**src/rtl/uart_rxto_pkg.sv**
```systemverilog
package uart_rxto_pkg;

  localparam int unsigned ETU_BAUD_HZ = 9600;
  localparam int unsigned IDLE_ETU_DEF = 15;

  // Trigger level clamped to 1..depth
  function automatic int unsigned eff_trig(int unsigned raw, int unsigned depth);
    if (raw == 0) return 1;
    if (raw > depth) return depth;
    return raw;
  endfunction

endpackage

```
**src/rtl/rxto_etu_prescaler.sv**
```systemverilog
module rxto_etu_prescaler #(
  parameter int unsigned DIV_CYC = 13020
) (
  input  logic clk_i,
  input  logic rst_ni,
  input  logic restart_i,
  input  logic run_i,
  output logic tick_o
);

  generate
    if (DIV_CYC <= 1) begin : g_bypass
      assign tick_o = run_i && !restart_i;
    end else begin : g_count
      localparam int unsigned DW = $clog2(DIV_CYC);
      localparam logic [DW-1:0] LAST = DW'(DIV_CYC - 1);
      logic [DW-1:0] cnt_q;

      always_ff @(posedge clk_i or negedge rst_ni) begin
        if (!rst_ni)        cnt_q <= '0;
        else if (restart_i) cnt_q <= '0;
        else if (run_i)     cnt_q <= (cnt_q == LAST) ? '0 : cnt_q + 1'b1;
      end

      assign tick_o = run_i && !restart_i && (cnt_q == LAST);

      assert_presc_bound_R3: assert property (@(posedge clk_i) disable iff (!rst_ni)
        cnt_q <= LAST);
      assert_presc_restart_R3: assert property (@(posedge clk_i) disable iff (!rst_ni)
        restart_i |=> cnt_q == '0);
    end
  endgenerate

endmodule

```
**src/rtl/rxto_idle_timer.sv**
```systemverilog
module rxto_idle_timer #(
  parameter int unsigned DIV_CYC  = 13020,
  parameter int unsigned IDLE_ETU = 15
) (
  input  logic clk_i,
  input  logic rst_ni,
  input  logic arm_i,
  input  logic cancel_i,
  output logic expire_o,
  output logic armed_o
);

  localparam int unsigned EW = (IDLE_ETU > 1) ? $clog2(IDLE_ETU) : 1;
  localparam logic [EW-1:0] ETU_LAST = EW'(IDLE_ETU - 1);

  logic          armed_q;
  logic [EW-1:0] etu_q;
  logic          tick;

  rxto_etu_prescaler #(.DIV_CYC(DIV_CYC)) u_presc (
    .clk_i    (clk_i),
    .rst_ni   (rst_ni),
    .restart_i(arm_i || cancel_i),
    .run_i    (armed_q),
    .tick_o   (tick)
  );

  always_ff @(posedge clk_i or negedge rst_ni) begin
    if (!rst_ni) begin
      armed_q <= 1'b0;
      etu_q   <= '0;
    end else if (cancel_i) begin
      armed_q <= 1'b0;
      etu_q   <= '0;
    end else if (arm_i) begin
      armed_q <= 1'b1;
      etu_q   <= '0;
    end else if (tick) begin
      if (etu_q == ETU_LAST) begin
        armed_q <= 1'b0;
        etu_q   <= '0;
      end else begin
        etu_q <= etu_q + 1'b1;
      end
    end
  end

  assign expire_o = tick && (etu_q == ETU_LAST);
  assign armed_o  = armed_q;

  assert_fire_once_R8: assert property (@(posedge clk_i) disable iff (!rst_ni)
    expire_o |=> !armed_o && !expire_o);
  assert_cancel_R4: assert property (@(posedge clk_i) disable iff (!rst_ni)
    cancel_i |=> !armed_o && !expire_o);
  assert_etu_bound_R2: assert property (@(posedge clk_i) disable iff (!rst_ni)
    etu_q <= ETU_LAST);

endmodule

```
**src/rtl/rxto_trig_cmp.sv**
```systemverilog
module rxto_trig_cmp
  import uart_rxto_pkg::*;
#(
  parameter int unsigned DEPTH = 16,
  parameter int unsigned CNT_W = 5
) (
  input  logic [CNT_W-1:0] fifo_cnt_i,
  input  logic [CNT_W-1:0] trig_lvl_i,
  output logic             at_trig_o
);

  logic [CNT_W-1:0] eff;

  always_comb begin
    eff       = CNT_W'(eff_trig(int'(trig_lvl_i), DEPTH));
    at_trig_o = fifo_cnt_i >= eff;
  end

endmodule

```
**src/rtl/rxto_flag.sv**
```systemverilog
module rxto_flag (
  input  logic clk_i,
  input  logic rst_ni,
  input  logic set_i,
  input  logic clr_i,
  input  logic clr_block_i,
  output logic rdf_o
);

  logic rdf_q;

  always_ff @(posedge clk_i or negedge rst_ni) begin
    if (!rst_ni)                      rdf_q <= 1'b0;
    else if (set_i)                   rdf_q <= 1'b1;
    else if (clr_i && !clr_block_i)   rdf_q <= 1'b0;
  end

  assign rdf_o = rdf_q;

  assert_set_wins_R9: assert property (@(posedge clk_i) disable iff (!rst_ni)
    set_i |=> rdf_o);
  assert_hold_R7: assert property (@(posedge clk_i) disable iff (!rst_ni)
    !set_i && !clr_i |=> $stable(rdf_o));
  assert_clr_blocked_R7: assert property (@(posedge clk_i) disable iff (!rst_ni)
    !set_i && clr_i && clr_block_i |=> $stable(rdf_o));

endmodule

```
**src/rtl/uart_rx_timeout_irq.sv**
```systemverilog
module uart_rx_timeout_irq
  import uart_rxto_pkg::*;
#(
  parameter int unsigned CLK_HZ   = 125_000_000,
  parameter int unsigned DEPTH    = 16,
  parameter int unsigned IDLE_ETU = IDLE_ETU_DEF,
  parameter int unsigned CNT_W    = $clog2(DEPTH + 1)
) (
  input  logic             clk_i,
  input  logic             rst_ni,
  input  logic             byte_valid_i,
  input  logic [CNT_W-1:0] fifo_cnt_i,
  input  logic [CNT_W-1:0] trig_lvl_i,
  input  logic             rx_int_en_i,
  input  logic             flag_clr_i,
  output logic             rdf_o,
  output logic             rx_irq_o
);

  localparam int unsigned DIV_RAW = CLK_HZ / ETU_BAUD_HZ;
  localparam int unsigned DIV_CYC = (DIV_RAW > 0) ? DIV_RAW : 1;

  logic at_trig;
  logic hit_trig;
  logic below_byte;
  logic expire;
  logic armed;
  logic rdf;

  rxto_trig_cmp #(.DEPTH(DEPTH), .CNT_W(CNT_W)) u_cmp (
    .fifo_cnt_i(fifo_cnt_i),
    .trig_lvl_i(trig_lvl_i),
    .at_trig_o (at_trig)
  );

  assign hit_trig   = byte_valid_i && at_trig;
  assign below_byte = byte_valid_i && !at_trig;

  rxto_idle_timer #(.DIV_CYC(DIV_CYC), .IDLE_ETU(IDLE_ETU)) u_timer (
    .clk_i   (clk_i),
    .rst_ni  (rst_ni),
    .arm_i   (below_byte),
    .cancel_i(hit_trig),
    .expire_o(expire),
    .armed_o (armed)
  );

  rxto_flag u_flag (
    .clk_i      (clk_i),
    .rst_ni     (rst_ni),
    .set_i      (hit_trig || expire),
    .clr_i      (flag_clr_i),
    .clr_block_i(at_trig),
    .rdf_o      (rdf)
  );

  assign rdf_o    = rdf;
  assign rx_irq_o = rdf && rx_int_en_i;

  assert_trig_sets_R1: assert property (@(posedge clk_i) disable iff (!rst_ni)
    byte_valid_i && at_trig |=> rdf_o);
  assert_trig_cancels_R4: assert property (@(posedge clk_i) disable iff (!rst_ni)
    byte_valid_i && at_trig |=> !armed);
  assert_below_arms_R2: assert property (@(posedge clk_i) disable iff (!rst_ni)
    byte_valid_i && !at_trig |=> armed);

endmodule

```
**config.mk**
```make
export PLATFORM = sky130hd
export DESIGN_NAME = uart_rx_timeout_irq
export DESIGN_NICKNAME = d
export VERILOG_FILES = /design/src/rtl/uart_rxto_pkg.sv /design/src/rtl/rxto_etu_prescaler.sv /design/src/rtl/rxto_idle_timer.sv /design/src/rtl/rxto_trig_cmp.sv /design/src/rtl/rxto_flag.sv /design/src/rtl/uart_rx_timeout_irq.sv
export SDC_FILE = /design/constraint.sdc
export NUM_CORES = 1
export LEC_CHECK = 0
export BUFFER_PORTS_ARGS = -buffer_cell sky130_fd_sc_hd__buf_4
export CAP_MARGIN = 20
export CORE_ASPECT_RATIO = 1.1
export CORE_MARGIN = 4
export CORE_UTILIZATION = 56
export CTS_CLUSTER_SIZE = 40
export DETAILED_ROUTE_END_ITERATION = 7
export PLACE_DENSITY = 0.78
export SLEW_MARGIN = 30
export SYNTH_ARGS = -nofsm -noshare
export SYNTH_HDL_FRONTEND = slang
export SYNTH_SLANG_ARGS = --single-unit
```
**constraint.sdc**
```tcl
create_clock -name clk_i -period 2.92 [get_ports clk_i]
set_clock_uncertainty 0.2 [all_clocks]
set_input_delay 0.292 -clock clk_i [delete_from_list [all_inputs] [get_ports clk_i]]
set_output_delay 0.292 -clock clk_i [all_outputs]
set_load 0.02 [all_outputs]
```
# --- Word-level counts from Yosys, hierarchy flattened ---
# Index checks and enable logic that the tools add are counted.
word_totals:
  reg_bits: 20
  in_bits: 15
op_classes:
  addsub: 2
  order_cmp: 2
  eq_ne: 2
  mux: 20
  reduce_logical: 17
op_table:
  columns: ["op", "n"]
  rows:
  - ["$mux 14", 3]
  - ["$mux 4", 4]
  - ["$mux 5", 3]
  - ["$add 14x1->14 const B", 1]
  - ["$eq 14x14->1 const B", 1]
  - ["$mux 1", 10]
  - ["$logic_and 1x1->1", 7]
  - ["$reduce_bool 3->1", 2]
  - ["$ge 5x5->1", 1]
  - ["$gt 5x5->1 const B", 1]
  - ["$logic_not 5->1", 1]
  - ["$add 4x1->4 const B", 1]
  - ["$eq 4x4->1 const B", 1]
  - ["$reduce_bool 2->1", 2]
  - ["$logic_not 1->1", 2]
  - ["$logic_or 1x1->1", 2]
  - ["$reduce_and 2->1", 1]

# --- Longest topological paths before layout ---
# Gate-level depths: netlist of the first run.
logic_depth:
  word_depth: 15
  ltp_mapped: 9

# --- By module ---
# From an unflattened synthesis of the first run, not the netlist that was laid out.
unflattened:
  hier_cells: 157
  area_unflattened_um2: 1387.6
modules_own_cells:
  columns: ["module", "instances", "cells_per_inst", "area_each_um2"]
  rows:
  - ["rxto_etu_prescaler", 1, 101, 898.4]
  - ["rxto_idle_timer", 1, 30, 291.5]
  - ["rxto_trig_cmp", 1, 19, 127.6]
  - ["rxto_flag", 1, 3, 38.8]
  - ["uart_rx_timeout_irq", 1, 4, 31.3]

# --- Least setup slack after synthesis of the first run ---
# Ideal clock, no wire load.
synth_timing:
  path_kind: "register to register"
  startpoint: "register u_timer.u_presc.g_count.cnt_q[0]"
  endpoint: "register u_timer.u_presc.g_count.cnt_q[1]"
  arrival_time_ns: 1.980
  path_slack_ns: 0.619
  path_stages_with_launch: 7
  period_less_slack_ns: 2.301
  cell_sequence: "dfrtp_1 ha_1 or3b_2 nor4_4 nor2_1 buf_2 a22o_1"
synth_between:
  elab_chain_len: 4
  word_cells_on_any_way: 5
  cone_classes: "add/sub (1); eq/ne (1); mux (3)"
synth_rtl:
  columns: ["item", "line", "source"]
  rows:
  - ["start, declared", "rxto_etu_prescaler.sv:17", "logic [DW-1:0] cnt_q;"]
  - ["start signal, assigned", "rxto_etu_prescaler.sv:22", "else if (run_i) cnt_q <= (cnt_q == LAST) ? '0 : cnt_q + 1'b1;"]
  - ["$add 14x1->14 / $eq 14x14->1 (equally long branches)", "rxto_etu_prescaler.sv:22", null]
  - ["$mux 14 * (2 in series)", "rxto_etu_prescaler.sv:22", null]
  - ["$mux 14 *", "rxto_etu_prescaler.sv:21", "else if (restart_i) cnt_q <= '0;"]
# Mark *: on every way between the ends. The rest lies on a longest branch, timed or not. The select of a mux whose other input is x is not followed.
# A chain may end at the register's enable or synchronous reset.

# --- Final worst setup path of the first run ---
layout_timing:
  startpoint: "register u_timer.u_presc.g_count.cnt_q[0]"
  endpoint: "register u_timer.etu_q[3]"
layout_between:
  elab_chain_len: 3
layout_rtl:
  columns: ["item", "line", "source"]
  rows:
  - ["$eq 14x14->1", "rxto_etu_prescaler.sv:25", "assign tick_o = run_i && !restart_i && (cnt_q == LAST);"]
  - ["$logic_and 1x1->1", "rxto_etu_prescaler.sv:25", null]
  - ["$reduce_bool 3->1 (no source line)", null, null]
  - ["end signal, assigned", "rxto_idle_timer.sv:43", "etu_q <= etu_q + 1'b1;"]
  - ["end, declared", "rxto_idle_timer.sv:17", "logic [EW-1:0] etu_q;"]
# No other way between the ends.

==> results of run 1 <==
kinds of logic (layout without fill, tap and decap cells):
| group | Yosys count | in the layout | share of synthesized area |
|---|---|---|---|
| AO/OA/AOI/OAI | 41 | 41 | 0.203 |
| adder cells (fa/ha/maj) | 8 | 8 | 0.0794 |
| buffers and inverters | 9 | 25 | 0.0278 |
| flip-flops | 20 | 20 | 0.397 |
| multiplexers | 1 | 1 | 0.00794 |
| AND/OR/NAND/NOR | 64 | 64 | 0.285 |
metrics by stage:
step,util,worst slack (ns),cells
2_1_floorplan,-,0.619,143
3_5_place_dp,0.673,0.427,183
4_1_cts,0.688,0.403,187
6_report,0.688,0.390,187
5_1_grt,0.688,0.249,187
3_3_place_gp,0.673,0.531,183
timing repair:
| item | in CTS | in global routing |
|---|---|---|
| hold buffers | 1 | 0 |
| endpoints found under the setup margin | 0 | 0 |
| endpoints found under the hold margin | 20 | 0 |
power by group through the flow:
| stage | Combinational (mW) | Clock, mW | Sequential, mW |
|---|---|---|---|
| detailed placement | 0.0970 | 0 | 0.300 |
| finish | 0.0968 | 0.129 | 0.295 |
| CTS | 0.0982 | 0.134 | 0.295 |
| global placement | 0.0930 | 0 | 0.300 |
| floorplan | 0.0547 | 0 | 0.302 |
| global route | 0.109 | 0.146 | 0.297 |
layout make-up:
| cell class | count | area share |
|---|---|---|
| Inverter | 4 | 0.0105 |
| Clock buffer | 3 | 0.0157 |
| Timing Repair Buffer | 18 | 0.0959 |
| Tap cell | 28 | 0.0244 |
| Multi-Input combinational cell | 114 | 0.505 |
| Sequential cell | 20 | 0.349 |
routing by layer:
| metal | wire length [microns] | up-vias |
|---|---|---|
| met5 | 0 | - |
| li1 | - | 574 |
| met4 | 40 | 0 |
| met2 | 1450 | 40 |
| met1 | 1110 | 576 |
| met3 | 128 | 5 |
how the worst max path moves through the flow:
stage | to | cells past startpoint | start | slack [ns]
floorplan | u_timer.u_presc.g_count.cnt_q[1] | 6 | u_timer.u_presc.g_count.cnt_q[0] | 0.62
global placement | u_timer.etu_q[3] | 7 | u_timer.u_presc.g_count.cnt_q[0] | 0.53
detailed placement | u_timer.etu_q[3] | 7 | u_timer.u_presc.g_count.cnt_q[0] | 0.43
CTS | u_timer.etu_q[3] | 7 | u_timer.u_presc.g_count.cnt_q[0] | 0.40
global route | u_timer.etu_q[3] | 7 | u_timer.u_presc.g_count.cnt_q[0] | 0.25
finish | u_timer.etu_q[3] | 7 | u_timer.u_presc.g_count.cnt_q[0] | 0.39
cells in the mapped netlist (2+ instances only):
cell type / n
a21oi_1: 11
a31oi_1: 8
a41oi_1: 2
and2_1: 2
and3_1: 2
buf_1: 2
clkbuf_1: 2
dfrtp_1: 20
ha_1: 8
inv_1: 4
nand2_1: 15
nand2b_1: 2
nand3_1: 6
nand3b_1: 2
nand4_1: 5
nor2_1: 10
nor3_1: 7
nor4_1: 3
o21ai_0: 10
o31ai_1: 4
or3_2: 2
worst reg2reg max path, cell delays in order, from the launching register on:
cell and delay [ns]:
dfrtp_1 0.43, ha_1 0.22, or3b_2 0.49, nor4_4 0.33
buf_4 0.22, nand2_4 0.08, or3_1 0.36, a21oi_1 0.14
cells in the final DEF (no fill, tap or decap), types with 4 or more instances in the layout:
cell type / instances
a31oi_1: 8
a21oi_1: 11
inv_1: 4
o31ai_1: 4
nand3_1: 6
nand2_1: 15
o21ai_0: 10
nand4_1: 5
nor2_1: 10
nor3_1: 7
dfrtp_1: 20
ha_1: 8
buf_4: 17
registers in the layout (all words and copies together) (netlist names):
signal	flops
u_flag.rdf_o	1
u_timer.armed_o	1
u_timer.etu_q	4
u_timer.u_presc.g_count.cnt_q	14
==> impl_metrics.json, run 1 <==
{
  "status": "completed",
  "leakage_nw": 0.626,
  "grt_pass1_wl_mm": 4.83,
  "maxCapViolations": 0,
  "synth.avg_cell_area_sq_um": 8.81,
  "ioPinCount": 17,
  "clockPowerShare": 0.248,
  "clockBufferDepth": 2,
  "cellPowerDensity_mw_per_mm2": 363,
  "die-area_sq_mm": 0.00307,
  "vias": 1195,
  "rsz0062_at_grt": "no",
  "start_util": 0.604,
  "htreeDepth": 1,
  "slew_viol_final": 0,
  "ys_async_sr_fraction": 1.00,
  "synth_edf_count": 0,
  "hp-class": "input pin to register",
  "root_buffer": "clkbuf_4",
  "grt_util_met2": 0.363,
  "hold_depth": 2,
  "critPathLaunchType": "register",
  "antenna_cells": 0,
  "ctsResizeCount": 0,
  "synth_cell_types": 37,
  "place_congestion": 0.841,
  "hold_start": "byte_valid_i",
  "worstReg2RegStart": "u_timer.u_presc.g_count.cnt_q[0]",
  "netlist_top_cells_area": "dfrtp_1, ha_1, nand2_1, a21oi_1, a31oi_1",
  "slowest_delay_ns": 0.49,
  "worstMarginPinSlew_ns": 0.844,
  "port_buffers": 16,
  "use_met3": 0.0231,
  "dp_hpwl_mm": 2.12,
  "cp.required_ns": 2.95,
  "fin_tns_setup_ns": 0,
  "cts_setup_buffers": 0,
  "wl_mm": 2.72,
  "netSwitchingFraction": 0.276,
  "cts_sinks": 20,
  "drive_above_1_share": 0.176,
  "synth.top_cell.area_share": 0.397,
  "path_cells": "ha_1 > or3b_2 > nor4_4 > buf_4 > nand2_4 > or3_1 > a21oi_1",
  "dpl_cell_area_sq_mm": 0.00140,
  "grt.busiest_layer": "met2",
  "syn_area_sq_mm": 0.00126,
  "ys_seq_elements": 20,
  "synth_cells": 143,
  "crit_arrival_ns": 2.56,
  "post-route-drc-count": 0,
  "cts_buffers": 3,
  "syn2layout_area_growth_pct": 13.9,
  "worstReg2RegEnd": "u_timer.etu_q[3]",
  "seq_area_frac_synth": 0.397,
  "tritoncts": "yes",
  "drtAntennaViolNets": 0,
  "relSlewSlack": 0.435,
  "fmaxAchievable_mhz": 395,
  "final-seq-area_sq_um": 500,
  "grt_max_degree": 21,
  "drt_iter0_drc": 22,
  "antenna_found_initial": 0,
  "rr_worst_depth": 7,
  "design_area_sq_mm": 0.00144,
  "placementRows": 17,
  "peakVddDrop_mv": 0.299,
  "die_x_microns": 53.2,
  "fin_crit_ns": 2.53,
  "fin_crit_sh": 0.866,
  "end_kind": "register",
  "critPathTopFamily": "simple AND/OR/NAND/NOR gates",
  "seqPwrFrac": 0.566,
  "yosysWarningCount": 0,
  "p_int_mw": 0.377,
  "synthFlopType": "dfrtp_1",
  "rrSetupSlack_ns": 0.39,
  "nNetsFinal": 184,
  "clock_latency_ns": 0.30,
  "dr.pass1.iters": 4,
  "fillers": 199,
  "overflow": 0,
  "hold_viol_final": 0,
  "die_h_microns": 57.8,
  "power_mw": 0.521,
  "grt_use_total": 0.205,
  "synth_top_area_cell": "dfrtp_1",
  "wl_per_cell_microns": 14.6,
  "crit_fanout": 9,
  "vias_per_cell": 6.39,
  "setup_viol": 0,
  "cp_slowest_cell": "or3b_2",
  "hold_path_end": "u_timer.u_presc.g_count.cnt_q[2]",
  "synth.net_count": 166,
  "core_area_sq_mm": 0.00208,
  "combPwrFrac": 0.186,
  "grtUsageMet1": 0.240,
  "p_sw_mw": 0.144,
  "grt_pass1_vias": 1167,
  "multiInputGateArea_sq_um": 724,
  "fin_hold_ws_ns": 0.0170,
  "critPathBufInv": 1,
  "path_clk_slew_ns": 0.11,
  "critPathKind": "register to register"
}
(Power assumes the default switching activity.)
==> run 2, diff against run 1 <==
CORE_UTILIZATION = 59   (was 56)
CTS_BUF_LIST = sky130_fd_sc_hd__clkbuf_8   (was unset)
PLACE_DENSITY = 0.81   (was 0.78)
==> impl_metrics.json, run 2 (same netlist as run 1, synthesis figures left out) <==
{
  "grt_use_total": 0.223,
  "leakage_nw": 0.648,
  "cts_buffers": 3,
  "maxCapViolations": 0,
  "grtUsageMet1": 0.266,
  "die-area_sq_mm": 0.00294,
  "cp.required_ns": 2.89,
  "status": "completed",
  "cts_setup_buffers": 0,
  "dp_hpwl_mm": 2.10,
  "cellPowerDensity_mw_per_mm2": 450,
  "die_h_microns": 56.5,
  "grt_max_degree": 21,
  "clockBufferDepth": 2,
  "drt_iter0_drc": 25,
  "hold_path_end": "u_timer.u_presc.g_count.cnt_q[2]",
  "postLayoutSetupSlackWorst_ns": 0.479,
  "wl_mm": 2.88,
  "grt_pass1_vias": 1152,
  "die_x_microns": 52.1,
  "hold_viol_final": 0,
  "rrSetupSlack_ns": 0.48,
  "worstReg2RegStart": "u_timer.u_presc.g_count.cnt_q[0]",
  "peakVddDrop_mv": 0.338,
  "mostFrequentLayoutCells": "dfrtp_1, buf_4, nand2_1",
  "worstMarginPinSlew_ns": 0.851,
  "setup_viol": 0,
  "hold_start": "byte_valid_i",
  "regMostFlops": "u_timer.u_presc.g_count.cnt_q",
  "layout.cells.most_common": "dfrtp_1",
  "vias": 1182,
  "hold_depth": 2,
  "syn2layout_area_growth_pct": 17.8,
  "dr.pass1.iters": 4,
  "root_buffer": "clkbuf_8",
  "worstReg2RegEnd": "u_timer.u_presc.g_count.cnt_q[12]",
  "slew_viol_final": 0,
  "post-route-drc-count": 0,
  "reg.largest.list": "u_timer.u_presc.g_count.cnt_q: 14 flops, u_timer.etu_q: 4 flops",
  "antenna_found_initial": 0,
  "fillers": 155,
  "critPathKind": "register to register",
  "tritoncts": "yes",
  "core_area_sq_mm": 0.00202,
  "critPathLaunchType": "register",
  "antenna_cells": 0,
  "cts_sinks": 20,
  "final-seq-area_sq_um": 500,
  "hp-class": "input pin to register",
  "pre_cts_slack_ns": 0.524,
  "crit_fanout": 14,
  "start_util": 0.624,
  "htreeDepth": 1,
  "end_kind": "register",
  "port_buffers": 16,
  "fin_crit_ns": 2.44,
  "path_clk_slew_ns": 0.08,
  "rsz0062_at_grt": "no",
  "nNetsFinal": 184,
  "overflow": 0,
  "vias_per_cell": 6.29,
  "fmaxAchievable_mhz": 410,
  "placementRows": 17,
  "wl_per_cell_microns": 15.3,
  "clock_latency_ns": 0.25,
  "rr_worst_depth": 7,
  "use_met3": 0.0371,
  "largest_reg_flops": 14,
  "fin_tns_setup_ns": 0,
  "multiInputGateArea_sq_um": 724,
  "place_congestion": 0.948,
  "drtAntennaViolNets": 0,
  "grt_util_met2": 0.393,
  "grt_pass1_wl_mm": 5.09,
  "fin_crit_sh": 0.836,
  "drive_above_1_share": 0.181,
  "grt.busiest_layer": "met2",
  "ioPinCount": 17,
  "relSlewSlack": 0.431,
  "crit_arrival_ns": 2.41
}
run 2: cell types whose count changed in the layout (fill, tap and decap cells not counted):
cell       change
bufinv_16      +1
clkbuf_4       -3
clkbuf_8       +3
run 2: worst max path at each step:
stage                                     start                                end  slack, ns  depth (start not counted)
6_report       u_timer.u_presc.g_count.cnt_q[0]  u_timer.u_presc.g_count.cnt_q[12]       0.48                          7
5_1_grt        u_timer.u_presc.g_count.cnt_q[0]  u_timer.u_presc.g_count.cnt_q[12]       0.26                          7
4_1_cts        u_timer.u_presc.g_count.cnt_q[0]  u_timer.u_presc.g_count.cnt_q[12]       0.51                          7
3_5_place_dp   u_timer.u_presc.g_count.cnt_q[0]   u_timer.u_presc.g_count.cnt_q[5]       0.52                          7
3_3_place_gp   u_timer.u_presc.g_count.cnt_q[0]  u_timer.u_presc.g_count.cnt_q[12]       0.59                          7
2_1_floorplan  u_timer.u_presc.g_count.cnt_q[0]   u_timer.u_presc.g_count.cnt_q[1]       0.62                          6
run 2: where the power goes:
part | total, mW | internal, mW | switching (mW)
registers | 0.295 | 0.285 | 0.00929
logic | 0.0974 | 0.0438 | 0.0537
clock network | 0.275 | 0.183 | 0.0925
total | 0.667 | 0.512 | 0.155
run 2: stage by stage:
step	hold slack (ns)	util	total power, mW	cell area (sq um)	cells
after floorplan	-0.204	-	0.357	1260	143
after global placement	-0.0204	0.694	0.392	1400	183
after detailed placement	-0.0163	0.694	0.397	1400	183
after CTS	0.0713	0.734	0.673	1480	188
after global routing	0.0772	0.734	0.696	1480	188
final	0.0776	0.734	0.667	1480	188
run 2: critical path, cell delays in order (launching register included):
cell,delay (ns)
dfrtp_1,0.42
ha_1,0.25
or3b_2,0.23
nor4_4,0.04
buf_4,0.18
nor2_1,0.65
nand2_1,0.16
o31ai_1,0.22
run 2: routing by layer:
metal | up-vias | share of wire | wire, microns
met4 | 0 | 0.011 | 31
met2 | 37 | 0.52 | 1510
met1 | 567 | 0.41 | 1190
met3 | 4 | 0.051 | 148
li1 | 574 | - | -
met5 | - | 0 | 0
run 2: final cells by class:
cell class                 instances  share of cell area
clock buffer                       3              0.0278
clock inverter                     1              0.0202
inverter                           4              0.0101
multi-input combinational        114               0.488
sequential                        20               0.337
tap                               28              0.0236
timing repair buffer              18              0.0927
run 2: what timing repair did:
action / CTS / global route
hold buffers: 1 / 0
hold endpoints to repair: 20 / 0
gates resized for setup: 0 / 0
endpoints found under the setup margin: 0 / 0
